## src/rtl/llf_pkg.sv

```systemverilog
// Shared definitions for the linked-list descriptor fetcher.
// Assumes the fixed 32-byte descriptor layout: link at word 0, three
// reserved words, then count, source, destination, configuration.
package llf_pkg;

    localparam int DESC_BYTES = 32;
    localparam int ALIGN_W    = $clog2(DESC_BYTES);
    localparam int WOFF_W     = ALIGN_W - 2;
    localparam int STEPS      = 5;

    localparam logic [2:0] STEP_LINK = 3'd0;
    localparam logic [2:0] STEP_CNT  = 3'd1;
    localparam logic [2:0] STEP_SRC  = 3'd2;
    localparam logic [2:0] STEP_DST  = 3'd3;
    localparam logic [2:0] STEP_CFG  = 3'd4;

    typedef enum logic [1:0] {
        ST_IDLE,
        ST_FETCH,
        ST_RUN
    } llf_state_t;

    // Word index inside the descriptor for a fetch step (reserved words skipped).
    function automatic logic [WOFF_W-1:0] step_word(input logic [2:0] step);
        return (step == STEP_LINK) ? WOFF_W'(0) : WOFF_W'(step + 3'd3);
    endfunction

endpackage

```

## src/rtl/llf_link_decode.sv

```systemverilog
// Decodes the link word of the loaded descriptor.
// Assumes the chain flag sits in bit 1 and the next descriptor address in
// the bits from ALIGN_W upward; a zero address never counts as a link.
module llf_link_decode
    import llf_pkg::*;
#(
    parameter int WORD_W = 32
) (
    input  logic                  chain_bit,
    input  logic [WORD_W-1:ALIGN_W] link_hi,
    output logic                  follow,
    output logic [WORD_W-1:0]     next_addr
);

    // Follow only when the flag is set and the address part is non-zero.
    always_comb begin
        follow    = chain_bit && (|link_hi);
        next_addr = {link_hi, {ALIGN_W{1'b0}}};
    end

endmodule

```

## src/rtl/llf_desc_regs.sv

```systemverilog
// Working registers of the channel, one per fetched descriptor word.
// Assumes only one word is loaded per cycle; the configuration register
// alone can have its enable bit (bit 0) cleared by the sequencer.
module llf_desc_regs
    import llf_pkg::*;
#(
    parameter int WORD_W = 32
) (
    input  logic              clk,
    input  logic              rst_n,
    input  logic              load,
    input  logic [2:0]        load_step,
    input  logic [WORD_W-1:0] load_data,
    input  logic              clr_en,
    output logic [WORD_W-1:0] words [STEPS]
);

    for (genvar i = 0; i < STEPS; i++) begin : g_word
        logic [WORD_W-1:0] word_q;

        if (i == int'(STEP_CFG)) begin : g_cfg
            // Configuration word: loaded last, enable bit cleared on request.
            always_ff @(posedge clk) begin
                if (!rst_n) begin
                    word_q <= '0;
                end else if (load && load_step == 3'(i)) begin
                    word_q <= load_data;
                end else if (clr_en) begin
                    word_q[0] <= 1'b0;
                end
            end
        end else begin : g_plain
            // Plain descriptor word: captured when its step is accepted.
            always_ff @(posedge clk) begin
                if (!rst_n) begin
                    word_q <= '0;
                end else if (load && load_step == 3'(i)) begin
                    word_q <= load_data;
                end
            end
        end

        assign words[i] = word_q;
    end

endmodule

```

## src/rtl/llf_fetch_seq.sv

```systemverilog
// Fetch sequencer: walks the useful words of each descriptor with one
// outstanding read, waits for the segment to finish, then follows the link
// or ends the chain. Assumes the base address is descriptor aligned and
// that the responder may stall rd_valid for any number of cycles.
module llf_fetch_seq
    import llf_pkg::*;
#(
    parameter int WORD_W    = 32,
    parameter int MAX_BYTES = 'h1FFC
) (
    input  logic                    clk,
    input  logic                    rst_n,
    input  logic                    start,
    input  logic [WORD_W-1:ALIGN_W] start_hi,
    input  logic                    rd_valid,
    input  logic                    rd_err,
    input  logic [WORD_W-1:0]       rd_data,
    input  logic                    seg_enable,
    input  logic                    seg_done,
    input  logic                    follow,
    input  logic [WORD_W-1:0]       next_addr,
    output logic                    busy,
    output logic                    rd_req,
    output logic [WORD_W-1:0]       rd_addr,
    output logic                    load,
    output logic [2:0]              load_step,
    output logic                    clr_en,
    output logic                    chain_done,
    output logic                    chain_err
);

    localparam logic [WORD_W-1:0] MAX_W = WORD_W'(MAX_BYTES);

    llf_state_t        state_q;
    logic [2:0]        step_q;
    logic [WORD_W-1:0] base_q;
    logic              accept;
    logic              bad_cnt;
    logic              seg_ok;
    logic              start_ok;

    // Handshake and decision terms of the current cycle.
    always_comb begin
        accept    = (state_q == ST_FETCH) && rd_valid;
        bad_cnt   = (step_q == STEP_CNT) && (rd_data > MAX_W);
        seg_ok    = (state_q == ST_RUN) && seg_done && seg_enable;
        start_ok  = (state_q == ST_IDLE) && start;
        load      = accept && !rd_err;
        load_step = step_q;
        clr_en    = start_ok || seg_ok;
        busy      = (state_q != ST_IDLE);
        rd_req    = (state_q == ST_FETCH);
        rd_addr   = base_q | {{(WORD_W-ALIGN_W){1'b0}}, step_word(step_q), 2'b00};
    end

    // Chain state machine with registered completion and error pulses.
    always_ff @(posedge clk) begin
        if (!rst_n) begin
            state_q    <= ST_IDLE;
            step_q     <= STEP_LINK;
            base_q     <= '0;
            chain_done <= 1'b0;
            chain_err  <= 1'b0;
        end else begin
            chain_done <= 1'b0;
            chain_err  <= 1'b0;
            case (state_q)
                ST_IDLE: begin
                    if (start) begin
                        base_q  <= {start_hi, {ALIGN_W{1'b0}}};
                        step_q  <= STEP_LINK;
                        state_q <= ST_FETCH;
                    end
                end
                ST_FETCH: begin
                    if (accept) begin
                        if (rd_err || bad_cnt) begin
                            chain_err <= 1'b1;
                            state_q   <= ST_IDLE;
                        end else if (step_q == STEP_CFG) begin
                            state_q <= ST_RUN;
                        end else begin
                            step_q <= step_q + 3'd1;
                        end
                    end
                end
                ST_RUN: begin
                    if (seg_ok) begin
                        if (follow) begin
                            base_q  <= next_addr;
                            step_q  <= STEP_LINK;
                            state_q <= ST_FETCH;
                        end else begin
                            chain_done <= 1'b1;
                            state_q    <= ST_IDLE;
                        end
                    end
                end
                default: state_q <= ST_IDLE;
            endcase
        end
    end

endmodule

```

## src/rtl/llf_chain_fetcher.sv

```systemverilog
// Top of the per-channel linked-list descriptor fetcher.
// Assumes one channel, single-word reads with one request outstanding, and
// a data mover that acts only while seg_enable is high.
module llf_chain_fetcher
    import llf_pkg::*;
#(
    parameter int WORD_W    = 32,
    parameter int MAX_BYTES = 'h1FFC
) (
    input  logic              clk,
    input  logic              rst_n,
    input  logic              start,
    input  logic [WORD_W-1:0] start_addr,
    output logic              busy,
    output logic              rd_req,
    output logic [WORD_W-1:0] rd_addr,
    input  logic              rd_valid,
    input  logic [WORD_W-1:0] rd_data,
    input  logic              rd_err,
    output logic [WORD_W-1:0] seg_link,
    output logic [WORD_W-1:0] seg_count,
    output logic [WORD_W-1:0] seg_src,
    output logic [WORD_W-1:0] seg_dst,
    output logic [WORD_W-1:0] seg_cfg,
    output logic              seg_enable,
    input  logic              seg_done,
    output logic              chain_done,
    output logic              chain_err
);

    logic [WORD_W-1:0] words [STEPS];
    logic              load;
    logic [2:0]        load_step;
    logic              clr_en;
    logic              follow;
    logic [WORD_W-1:0] next_addr;

    // Present the working registers to the data mover.
    always_comb begin
        seg_link   = words[STEP_LINK];
        seg_count  = words[STEP_CNT];
        seg_src    = words[STEP_SRC];
        seg_dst    = words[STEP_DST];
        seg_cfg    = words[STEP_CFG];
        seg_enable = words[STEP_CFG][0];
    end

    llf_fetch_seq #(
        .WORD_W    (WORD_W),
        .MAX_BYTES (MAX_BYTES)
    ) u_seq (
        .clk        (clk),
        .rst_n      (rst_n),
        .start      (start),
        .start_hi   (start_addr[WORD_W-1:ALIGN_W]),
        .rd_valid   (rd_valid),
        .rd_err     (rd_err),
        .rd_data    (rd_data),
        .seg_enable (seg_enable),
        .seg_done   (seg_done),
        .follow     (follow),
        .next_addr  (next_addr),
        .busy       (busy),
        .rd_req     (rd_req),
        .rd_addr    (rd_addr),
        .load       (load),
        .load_step  (load_step),
        .clr_en     (clr_en),
        .chain_done (chain_done),
        .chain_err  (chain_err)
    );

    llf_desc_regs #(
        .WORD_W (WORD_W)
    ) u_regs (
        .clk       (clk),
        .rst_n     (rst_n),
        .load      (load),
        .load_step (load_step),
        .load_data (rd_data),
        .clr_en    (clr_en),
        .words     (words)
    );

    llf_link_decode #(
        .WORD_W (WORD_W)
    ) u_link (
        .chain_bit (words[STEP_LINK][1]),
        .link_hi   (words[STEP_LINK][WORD_W-1:ALIGN_W]),
        .follow    (follow),
        .next_addr (next_addr)
    );

endmodule

```

## config.mk

```make
export PLATFORM = sky130hd
export DESIGN_NAME = llf_chain_fetcher
export DESIGN_NICKNAME = d
export VERILOG_FILES = /design/src/rtl/llf_pkg.sv /design/src/rtl/llf_link_decode.sv /design/src/rtl/llf_desc_regs.sv /design/src/rtl/llf_fetch_seq.sv /design/src/rtl/llf_chain_fetcher.sv
export SDC_FILE = /design/constraint.sdc
export NUM_CORES = 1
export LEC_CHECK = 0
export ABC_AREA = 1
export ABC_CLOCK_PERIOD_IN_PS = 2500
export BUFFER_PORTS_ARGS = -buffer_cell sky130_fd_sc_hd__clkbuf_2
export CAP_MARGIN = 10
export CORE_UTILIZATION = 50
export DETAILED_ROUTE_END_ITERATION = 8
export PLACE_DENSITY = 0.87
export SYNTH_ARGS = -nofsm -noshare
export SYNTH_HDL_FRONTEND = slang
export SYNTH_SLANG_ARGS = --single-unit
```

## constraint.sdc

```tcl
create_clock -name clk -period 2.5 [get_ports clk]
set_clock_uncertainty 0.1 [all_clocks]
set_input_delay 0.125 -clock clk [delete_from_list [all_inputs] [get_ports clk]]
set_output_delay 0.125 -clock clk [all_outputs]
set_load 0.05 [all_outputs]
```

==> results.yml, run 1 <==
run_status:
  run_status: "complete, no violations"
timing:
  fin_tns_setup_ns: 0
  number_of_failing_hold_endpoints_at_the_final_stage: 0
  worst_slew_pin_slew_ns: 1.06
  period_share_pct: 94.0
  report.final.setup_viol: 0
  relSlewSlack_pct: 29.6
  timing.final.ws_setup_ns: 0.151
  final_max_slew_viol_count: 0
  worst_hold_slack_ns: 0.00938
  fmaxAchievable_ghz: 0.426
  post-route-min-period_ns: 2.35
  grt_setup_unrepaired: "false"
yosys:
  yosysTopAreaCell: "sky130_fd_sc_hd__dfxtp_1"
  syn_inst: 982
  ys_seq_area_share_pct: 51.8
  post_synth_num_cell_types: 27
  ys_seq_elements: 194
  synthesis.area_sq_um: 7500
  synth_area_per_cell_sq_um: 7.64
  yosys.area.top_type_share_pct: 51.8
  synthTopCellsByArea: "sky130_fd_sc_hd__dfxtp_1, sky130_fd_sc_hd__o21ai_0, sky130_fd_sc_hd__a21oi_1"
  yosys_warnings: 0
cts:
  cts_inserted_buffers: 17
  postCtsSetupBuffers: 0
  clk_transition_reported_paths_ns: 0.07
  htreeDepth: 4
  insertion_delay_ns: 0.44
  cts.root.buffer_cell: "sky130_fd_sc_hd__clkbuf_16"
  cts_tree: "built"
  cts.sink_count: 194
  cts_max_path_buffers: 2
worst_setup_path:
  cp.required_ns: 2.71
  worstSetupPathType: "reg -> reg"
  end_kind: "flip-flop"
  worstPathArrival_ns: 2.56
  worst-r2r-cell-count: 9
  crit_path_start_kind: "flip-flop"
  crit_fanout: 23
floorplanning:
  die_height_um: 125
  core_area_sq_um: 14600
  rows: 44
  initial_core_util_pct: 51.4
  ioPinCount: 267
  die-area_sq_um: 15500
  die-width_um: 125
route:
  route.final.wire_length_um: 24700
  dr.first_iter.drc_count: 721
  drt-pass1-iter-count: 5
  drtAntennaViolNets: 0
  number_of_vias_per_cell_after_detailed_routing: 5.44
  route.vias.total: 7911
  post_drt_wl_per_cell_um: 17.0
  drcViolationCount: 0
power_and_ir_drop:
  vdd_drop_max_mv: 0.523
  power_density_nw_per_um2: 773
  static-leakage-power_nw: 4.50
global_route:
  grt_first_pass_wirelength_um: 38800
  via_count_of_the_first_global_routing_pass: 7452
  grt_usage_pct: 31.8
  grt-ovfl-total: 0
  antenna_found_initial: 0
  grt_max_degree: 91
placement:
  place.gp.congestion: 0.878
  placed_wire_length_estimate_after_detailed_placement_um: 16100
  placement.setup.worst_slack_ns: 0.292
  port_buffers: 259
  placement.cell_area_sq_um: 8820
final_layout:
  nets: 1337
  n_fill_cell: 1147
  multi_input_comb_area_sq_um: 3040
  diodes: 0
  mostFrequentLayoutCells: "sky130_fd_sc_hd__clkbuf_2, sky130_fd_sc_hd__dfxtp_1, sky130_fd_sc_hd__nor2_1"
  most_common_cell_after_layout_fill_and_taps_aside: "sky130_fd_sc_hd__clkbuf_2"
  finish.instance_area_sq_um: 10000
  seq_area_sq_um: 3880
  area_added_between_synthesis_and_finish_pct: 33.4
  final_layout_size_suffix_gt1_share_pct: 25.3
job:
  max_cap_violations: 0
hold_path:
  min_delay_path_depth: 3
  hold_class: "in -> reg"
-- sequential cells by signal, summed over array words and instances, names as in the netlist --
signal                cells
u_regs.g_word.word_q    160
u_seq.base_q             27
u_seq.load_step           3
u_seq.state_q             2
u_seq.chain_done          1
u_seq.chain_err           1
-- report_power, final --
part	internal, mW	switching (mW)
logic	0.376	1.12
clock network	1.77	1.17
registers	3.23	0.0845
total	5.37	2.36
-- stage by stage --
stage / util (%) / std cells / power (mW)
4_1_cts: 68.6 / 1455 / 7.74
3_5_place_dp: 60.4 / 1370 / 4.77
5_1_grt: 68.6 / 1455 / 8.02
6_report: 68.6 / 1455 / 7.74
3_3_place_gp: 60.4 / 1370 / 4.74
2_1_floorplan: - / 983 / 4.41
-- timing repair --
item | CTS | global route
endpoints found under the setup margin | 0 | 1
endpoints found under the hold margin | 129 | 0
hold buffers | 55 | 0
gates resized for setup | 0 | 2
-- routing by layer --
layer	wire length, um	global-route usage, %
met1	9780	38.3
met2	11700	52.1
met3	2210	8.51
met4	1040	16.1
met5	0	0
-- cell usage after synthesis (all sizes together) --
| cell | number |
|---|---|
| nand3 | 55 |
| inv | 56 |
| nand2 | 136 |
| clkinv | 2 |
| or2 | 3 |
| nor3 | 1 |
| conb | 1 |
| nand4 | 3 |
| clkbuf | 44 |
| o21ai | 157 |
| a21oi | 128 |
| buf | 26 |
| dfxtp | 194 |
| nor2 | 169 |
| ha | 7 |
-- worst paths after layout --
kind,from,to,slack [ns]
setup reg to reg,u_seq.load_step[0],u_regs.g_word[4].word_q[0],0.15
hold / removal,rd_data[11],u_regs.g_word[4].word_q[11],0.009
hold reg to reg,u_regs.g_word[3].word_q[7],u_regs.g_word[3].word_q[7],0.36
setup / recovery,u_seq.load_step[0],u_regs.g_word[4].word_q[0],0.15
-- cells by family (layout without fill, tap and decap cells) --
family | after synthesis | in the layout | share of synthesized area (%)
flip-flops | 194 | 194 | 51.8
AO/OA/AOI/OAI | 285 | 285 | 19.0
buffers and inverters | 128 | 416 | 7.75
AND/OR/NAND/NOR | 367 | 367 | 20.3
other | 1 | 2 | 0.0500
adder cells (fa/ha/maj) | 7 | 7 | 1.17
-- critical path: stages (launching register included) --
cell and delay (ns):
sky130_fd_sc_hd__dfxtp_1 0.41, sky130_fd_sc_hd__inv_1 0.10, sky130_fd_sc_hd__ha_1 0.27, sky130_fd_sc_hd__ha_1 0.27, sky130_fd_sc_hd__nand2_2 0.12, sky130_fd_sc_hd__inv_2 0.04
sky130_fd_sc_hd__buf_6 0.17, sky130_fd_sc_hd__nand2_1 0.08, sky130_fd_sc_hd__a21oi_1 0.06, sky130_fd_sc_hd__dlygate4sd3_1 0.60
-- layout make-up --
cell class,count,share of cell area (%)
clock buffers,21,4.80
clock inverters,9,1.54
inverters,58,2.20
multi-input cells,661,30.4
flip-flops and latches,194,38.8
well taps,184,2.30
repair buffers,328,20.0
Note: power is estimated with default switching activity, not from simulation.
==> inputs of run 2 (changes only) <==
--- a/config.mk
+++ b/config.mk
@@ -6,9 +6,10 @@
 export NUM_CORES = 1
 export LEC_CHECK = 0
 export ABC_AREA = 1
-export ABC_CLOCK_PERIOD_IN_PS = 2500
+export ABC_CLOCK_PERIOD_IN_PS = 2400
 export BUFFER_PORTS_ARGS = -buffer_cell sky130_fd_sc_hd__clkbuf_2
 export CAP_MARGIN = 10
+export CORE_MARGIN = 4
 export CORE_UTILIZATION = 50
 export DETAILED_ROUTE_END_ITERATION = 8
 export PLACE_DENSITY = 0.87
==> constraint.sdc (replaced) <==
create_clock -name clk -period 2.4 [get_ports clk]
set_clock_uncertainty 0.1 [all_clocks]
set_input_delay 0.12 -clock clk [delete_from_list [all_inputs] [get_ports clk]]
set_output_delay 0.12 -clock clk [all_outputs]
set_load 0.05 [all_outputs]
==> run 2 against run 1 <==
Effect of this change:
- first-iteration DRC count up 1.2%
- register-to-register slack better by 0.15 ns
- cell count up 0.62%
- via count is 1.0% lower
- sequential power up 4%
- core utilization about the same
- non-clock buffer count grew 9
- critical endpoint is now rd_addr[2]
- highest routed layer unchanged
==> results.yml, run 2 (synthesized netlist as in run 1, its figures left out) <==
power_and_ir_drop:
  power_density_nw_per_um2: 781
  cell_internal_pwr_mw: 5.42
  sequentialPowerShare_pct: 44.0
  switchingPower_mw: 2.44
  p_sw_share_pct: 31.0
  static-leakage-power_nw: 4.53
  clock_power_share_pct: 36.1
  vdd_drop_max_mv: 0.617
  comb_power_share_pct: 20.0
worst_setup_path:
  timing.critical_path.slowest_stage_cell: "sky130_fd_sc_hd__dfxtp_1"
  worstSetupPathType: "reg -> out"
  critical_path.most_common_cell: "sky130_fd_sc_hd__ha_1"
  crit_fanout: 7
  worstPathArrival_ns: 2.06
  slowest_delay_ns: 0.42
  worstPathCellList: "inv_1 -> ha_1 -> ha_1 -> nor2_1 -> clkbuf_2"
  crit_path_start_kind: "flip-flop"
  cp.required_ns: 2.18
  end_kind: "primary output"
floorplanning:
  initial_core_util_pct: 51.2
  die-area_sq_um: 17000
  die-width_um: 131
  ioPinCount: 267
  rows: 44
  core_area_sq_um: 14600
  die_height_um: 131
global_route:
  grt_first_pass_wirelength_um: 37500
  grt-ovfl-total: 0
  grt_usage_pct: 28.2
  grt.met1_usage_pct: 34.9
  use_met3_pct: 8.66
  grt_max_degree: 86
  met2_usage_pct: 45.5
  antenna_found_initial: 0
  via_count_of_the_first_global_routing_pass: 7204
  top_usage_layer: "met2"
job:
  max_cap_violations: 0
cts:
  cts_tree: "built"
  clk_transition_reported_paths_ns: 0.07
  cts_inserted_buffers: 17
  cts_max_path_buffers: 2
  cts.root.buffer_cell: "sky130_fd_sc_hd__clkbuf_16"
  htreeDepth: 4
  insertion_delay_ns: 0.43
  cts.sink_count: 194
run_status:
  run_status: "complete, no violations"
route:
  drt-pass1-iter-count: 5
  dr.first_iter.drc_count: 730
  post_drt_wl_per_cell_um: 17.1
  number_of_vias_per_cell_after_detailed_routing: 5.35
  route.final.wire_length_um: 25000
  drcViolationCount: 0
  drtAntennaViolNets: 0
  route.vias.total: 7829
final_layout:
  most_common_cell_after_layout_fill_and_taps_aside: "sky130_fd_sc_hd__clkbuf_2"
  mostFrequentLayoutCells: "sky130_fd_sc_hd__clkbuf_2, sky130_fd_sc_hd__dfxtp_1, sky130_fd_sc_hd__nor2_1"
  largest_register_ff_count: 160
  largest_register: "u_regs.g_word.word_q"
  fin_cells: 1464
  final_layout_size_suffix_gt1_share_pct: 25.5
  nets: 1346
  area_added_between_synthesis_and_finish_pct: 34.0
  n_fill_cell: 1118
  diodes: 0
timing:
  number_of_failing_hold_endpoints_at_the_final_stage: 0
  report.final.setup_viol: 0
  grt_setup_unrepaired: "false"
  post-route-min-period_ns: 2.28
  worst_slew_pin_slew_ns: 0.709
  relSlewSlack_pct: 52.7
  final_max_slew_viol_count: 0
  fmaxAchievable_ghz: 0.439
  fin_tns_setup_ns: 0
  period_share_pct: 94.9
placement:
  place_inst: 1377
  place.gp.congestion: 0.887
  port_buffers: 259
  placed_wire_length_estimate_after_detailed_placement_um: 16800
hold_path:
  hold_class: "in -> reg"
run 2: layer usage:
layer | vias to the layer above | wire length [um]
li1 | 3779 | -
met1 | 3520 | 9820
met2 | 437 | 11600
met3 | 93 | 2480
met4 | 0 | 1130
met5 | - | 0
run 2: path summary, 6_finish.rpt:
| path | from | end | slack, ns | cells past startpoint |
|---|---|---|---|---|
| min reg2reg | u_regs.g_word[3].word_q[19] | u_regs.g_word[3].word_q[19] | 0.36 | 2 |
| min | rd_err | u_seq.chain_err | 0.02 | 3 |
| max | u_seq.load_step[0] | rd_addr[2] | 0.12 | 5 |
| max reg2reg | u_seq.state_q[0] | u_regs.g_word[2].word_q[15] | 0.30 | 9 |
run 2: worst max-delay path: cells and delay by family (launching register included):
family | cells | cell delay (ns)
adder cells (fa/ha/maj) | 2 | 0.57
buffers and inverters | 2 | 0.43
flip-flops | 1 | 0.42
AND/OR/NAND/NOR | 1 | 0.20
run 2: cell type report:
| class | count | area, sq um | share of cell area [%] |
|---|---|---|---|
| flip-flops and latches | 194 | 3880 | 38.6 |
| clock inverters | 10 | 136 | 1.36 |
| well taps | 184 | 230 | 2.29 |
| inverters | 58 | 220 | 2.19 |
| repair buffers | 337 | 2090 | 20.8 |
| clock buffers | 20 | 447 | 4.44 |
| multi-input cells | 661 | 3050 | 30.3 |
run 2: per-stage QoR:
step	utilization (%)	hold slack, ns	power (mW)	instance area [sq um]	setup slack (ns)
after global placement	60.7	0.280	4.96	8900	0.323
after detailed placement	60.7	0.281	4.98	8900	0.250
after floorplan	-	0.163	4.59	7510	0.555
after CTS	68.6	0.00695	7.85	10000	0.163
final	68.7	0.0192	7.86	10100	0.123
after global routing	68.7	0.0268	8.15	10100	0.0434
run 2: repair_timing:
item | in CTS | in global routing
hold buffers | 57 | 0
endpoints found under the hold margin | 146 | 0
gates resized for setup | 0 | 1
endpoints found under the setup margin | 0 | 2
buffers inserted | 0 | 0
run 2: power by group through the flow:
stage	clock network [mW]	registers, mW	logic [mW]
after floorplan	0	3.96	0.630
after global placement	0	3.51	1.44
after detailed placement	0	3.52	1.46
after CTS	2.86	3.45	1.54
after global routing	3.01	3.47	1.67
final	2.83	3.45	1.57
==> inputs of run 3 (changes only) <==
--- a/config.mk
+++ b/config.mk
@@ -12,7 +12,7 @@
 export CORE_MARGIN = 4
 export CORE_UTILIZATION = 50
 export DETAILED_ROUTE_END_ITERATION = 8
-export PLACE_DENSITY = 0.87
+export PLACE_DENSITY = 0.89
 export SYNTH_ARGS = -nofsm -noshare
 export SYNTH_HDL_FRONTEND = slang
 export SYNTH_SLANG_ARGS = --single-unit
==> run 3 against run 2 <==
Effect of this change:
- clock power decreased by 5%
- die area unchanged
- maximum frequency decreased by 0.62%
- critical path type is now reg -> reg
- highest routed layer unchanged
==> results.yml, run 3 (synthesized netlist as in run 1, its figures left out) <==
global_route:
  grt_max_degree: 90
  grt_first_pass_wirelength_um: 37800
  antenna_found_initial: 0
  grt-ovfl-total: 0
  grt_usage_pct: 28.5
  via_count_of_the_first_global_routing_pass: 7248
route:
  number_of_vias_per_cell_after_detailed_routing: 5.41
  drcViolationCount: 0
  route.final.wire_length_um: 25200
  drtAntennaViolNets: 0
  post_drt_wl_per_cell_um: 17.3
  route.vias.total: 7889
  drt-pass1-iter-count: 7
  dr.first_iter.drc_count: 645
placement:
  placement.cell_area_sq_um: 8830
  place.gp.congestion: 0.869
  placed_wire_length_estimate_after_detailed_placement_um: 16700
  port_buffers: 259
worst_setup_path:
  crit_path_start_kind: "flip-flop"
  worstPathArrival_ns: 2.54
  r2r-end: "u_regs.g_word[4].word_q[14]"
  rr_startpoint: "u_seq.load_step[0]"
  end_kind: "flip-flop"
  worst-r2r-cell-count: 7
  cp.required_ns: 2.65
  crit_fanout: 43
  worstSetupPathType: "reg -> reg"
  rrSetupSlack_ns: 0.11
timing:
  report.final.setup_viol: 0
  worst_slew_pin_slew_ns: 0.770
  grt_setup_unrepaired: "false"
  final_max_slew_viol_count: 0
  fmaxAchievable_ghz: 0.436
  number_of_failing_hold_endpoints_at_the_final_stage: 0
  relSlewSlack_pct: 48.6
  post-route-min-period_ns: 2.29
  period_share_pct: 95.5
  fin_tns_setup_ns: 0
cts:
  cts_tree: "built"
  cts.root.buffer_cell: "sky130_fd_sc_hd__clkbuf_16"
  insertion_delay_ns: 0.43
  clk_transition_reported_paths_ns: 0.08
  cts.sink_count: 194
  post_cts_resize_count: 0
  cts_max_path_buffers: 2
  cts_inserted_buffers: 17
  postCtsSetupBuffers: 0
  htreeDepth: 4
hold_path:
  worstHoldStart: "start_addr[10]"
  worst_hold_path.endpoint: "u_seq.base_q[10]"
  hold_class: "in -> reg"
  min_delay_path_depth: 5
job:
  max_cap_violations: 0
floorplanning:
  die-area_sq_um: 17000
  rows: 44
  core_area_sq_um: 14600
  initial_core_util_pct: 51.2
  ioPinCount: 267
  die-width_um: 131
  die_height_um: 131
power_and_ir_drop:
  sequentialPowerShare_pct: 44.9
  static-leakage-power_nw: 4.46
  power_density_nw_per_um2: 772
  comb_power_share_pct: 20.2
  switchingPower_mw: 2.57
  vdd_drop_max_mv: 0.552
  p_sw_share_pct: 33.4
  clock_power_share_pct: 34.9
  cell_internal_pwr_mw: 5.11
final_layout:
  area_added_between_synthesis_and_finish_pct: 32.6
  finish.instance_area_sq_um: 9950
  largest_register: "u_regs.g_word.word_q"
  most_common_cell_after_layout_fill_and_taps_aside: "sky130_fd_sc_hd__clkbuf_2"
  final_layout_size_suffix_gt1_share_pct: 25.4
  diodes: 0
  largest_register_ff_count: 160
  mostFrequentLayoutCells: "sky130_fd_sc_hd__clkbuf_2, sky130_fd_sc_hd__dfxtp_1, sky130_fd_sc_hd__nor2_1"
  nets: 1339
run_status:
  run_status: "complete, no violations"
[run 3: changes by cell type in the layout (fill, tap and decap cells not counted)]
cell                         previous run  this run
sky130_fd_sc_hd__buf_12                 5         4
sky130_fd_sc_hd__buf_4                 17        11
sky130_fd_sc_hd__bufinv_16              3         0
sky130_fd_sc_hd__clkbuf_1               2         0
sky130_fd_sc_hd__clkbuf_8               1         0
sky130_fd_sc_hd__clkinv_2               3         1
sky130_fd_sc_hd__clkinv_4               1         0
sky130_fd_sc_hd__clkinvlp_4             3         6
sky130_fd_sc_hd__inv_6                  0         6
sky130_fd_sc_hd__inv_8                  0         2
sky130_fd_sc_hd__nand2_2                1         2
sky130_fd_sc_hd__nand2_4                2         1
[run 3: metrics by stage]
step | util [%] | std cells | total power, mW | setup slack, ns | hold WS, ns
2_1_floorplan | - | 983 | 4.59 | 0.555 | 0.163
3_3_place_gp | 60.3 | 1370 | 4.95 | 0.377 | 0.279
3_5_place_dp | 60.3 | 1370 | 4.97 | 0.277 | 0.282
4_1_cts | 68.0 | 1459 | 7.69 | 0.194 | 0.00371
5_1_grt | 68.0 | 1459 | 7.96 | 0.0307 | 0.0388
6_report | 68.0 | 1459 | 7.68 | 0.109 | 0.0154
[run 3: worst max path at each step]
stage | from | to | slack, ns | depth (start not counted)
6_report | u_seq.load_step[0] | u_regs.g_word[4].word_q[14] | 0.11 | 7
5_1_grt | u_seq.load_step[0] | u_regs.g_word[4].word_q[25] | 0.03 | 7
4_1_cts | u_seq.load_step[0] | rd_addr[2] | 0.19 | 5
3_5_place_dp | u_seq.load_step[0] | u_regs.g_word[4].word_q[15] | 0.28 | 7
3_3_place_gp | u_seq.state_q[0] | u_regs.g_word[3].word_q[17] | 0.38 | 9
2_1_floorplan | u_regs.g_word[0].word_q[29] | u_seq.base_q[12] | 0.56 | 11
[run 3: area by class of cell]
| cell class | instances | area (sq um) |
|---|---|---|
| clock inverters | 15 | 125 |
| well taps | 184 | 230 |
| clock buffers | 17 | 425 |
| inverters | 58 | 220 |
| multi-input cells | 661 | 3040 |
| fillers | 1106 | 4690 |
| flip-flops and latches | 194 | 3880 |
| repair buffers | 330 | 2020 |
[run 3: layer usage]
| layer | part of all wire (%) | up-vias | track usage (%) |
|---|---|---|---|
| met4 | 4.7 | 0 | 14.3 |
| li1 | - | 3768 | - |
| met2 | 46 | 480 | 46.0 |
| met3 | 10 | 108 | 8.17 |
| met1 | 39 | 3533 | 34.8 |
| met5 | 0 | - | 0 |
[run 3: power groups by stage]
stage	Clock [mW]	Sequential (mW)	Combinational, mW
2_1_floorplan	0	3.96	0.630
3_3_place_gp	0	3.51	1.43
5_1_grt	2.83	3.46	1.66
4_1_cts	2.70	3.45	1.53
6_report	2.68	3.45	1.55
3_5_place_dp	0	3.52	1.45
[run 3: worst max-delay path, cell delays in order (launching register included)]
cell and delay (ns):
sky130_fd_sc_hd__dfxtp_1 0.37, sky130_fd_sc_hd__inv_1 0.13, sky130_fd_sc_hd__ha_1 0.27, sky130_fd_sc_hd__ha_1 0.27, sky130_fd_sc_hd__nand2_2 0.09, sky130_fd_sc_hd__inv_2 0.56, sky130_fd_sc_hd__o21ai_0 0.20, sky130_fd_sc_hd__a21oi_1 0.19
[run 3: timing repair]
| item | 4_1_cts | 5_1_grt |
|---|---|---|
| setup endpoints to repair | 0 | 0 |
| hold buffers | 57 | 0 |
| hold endpoints to repair | 138 | 0 |
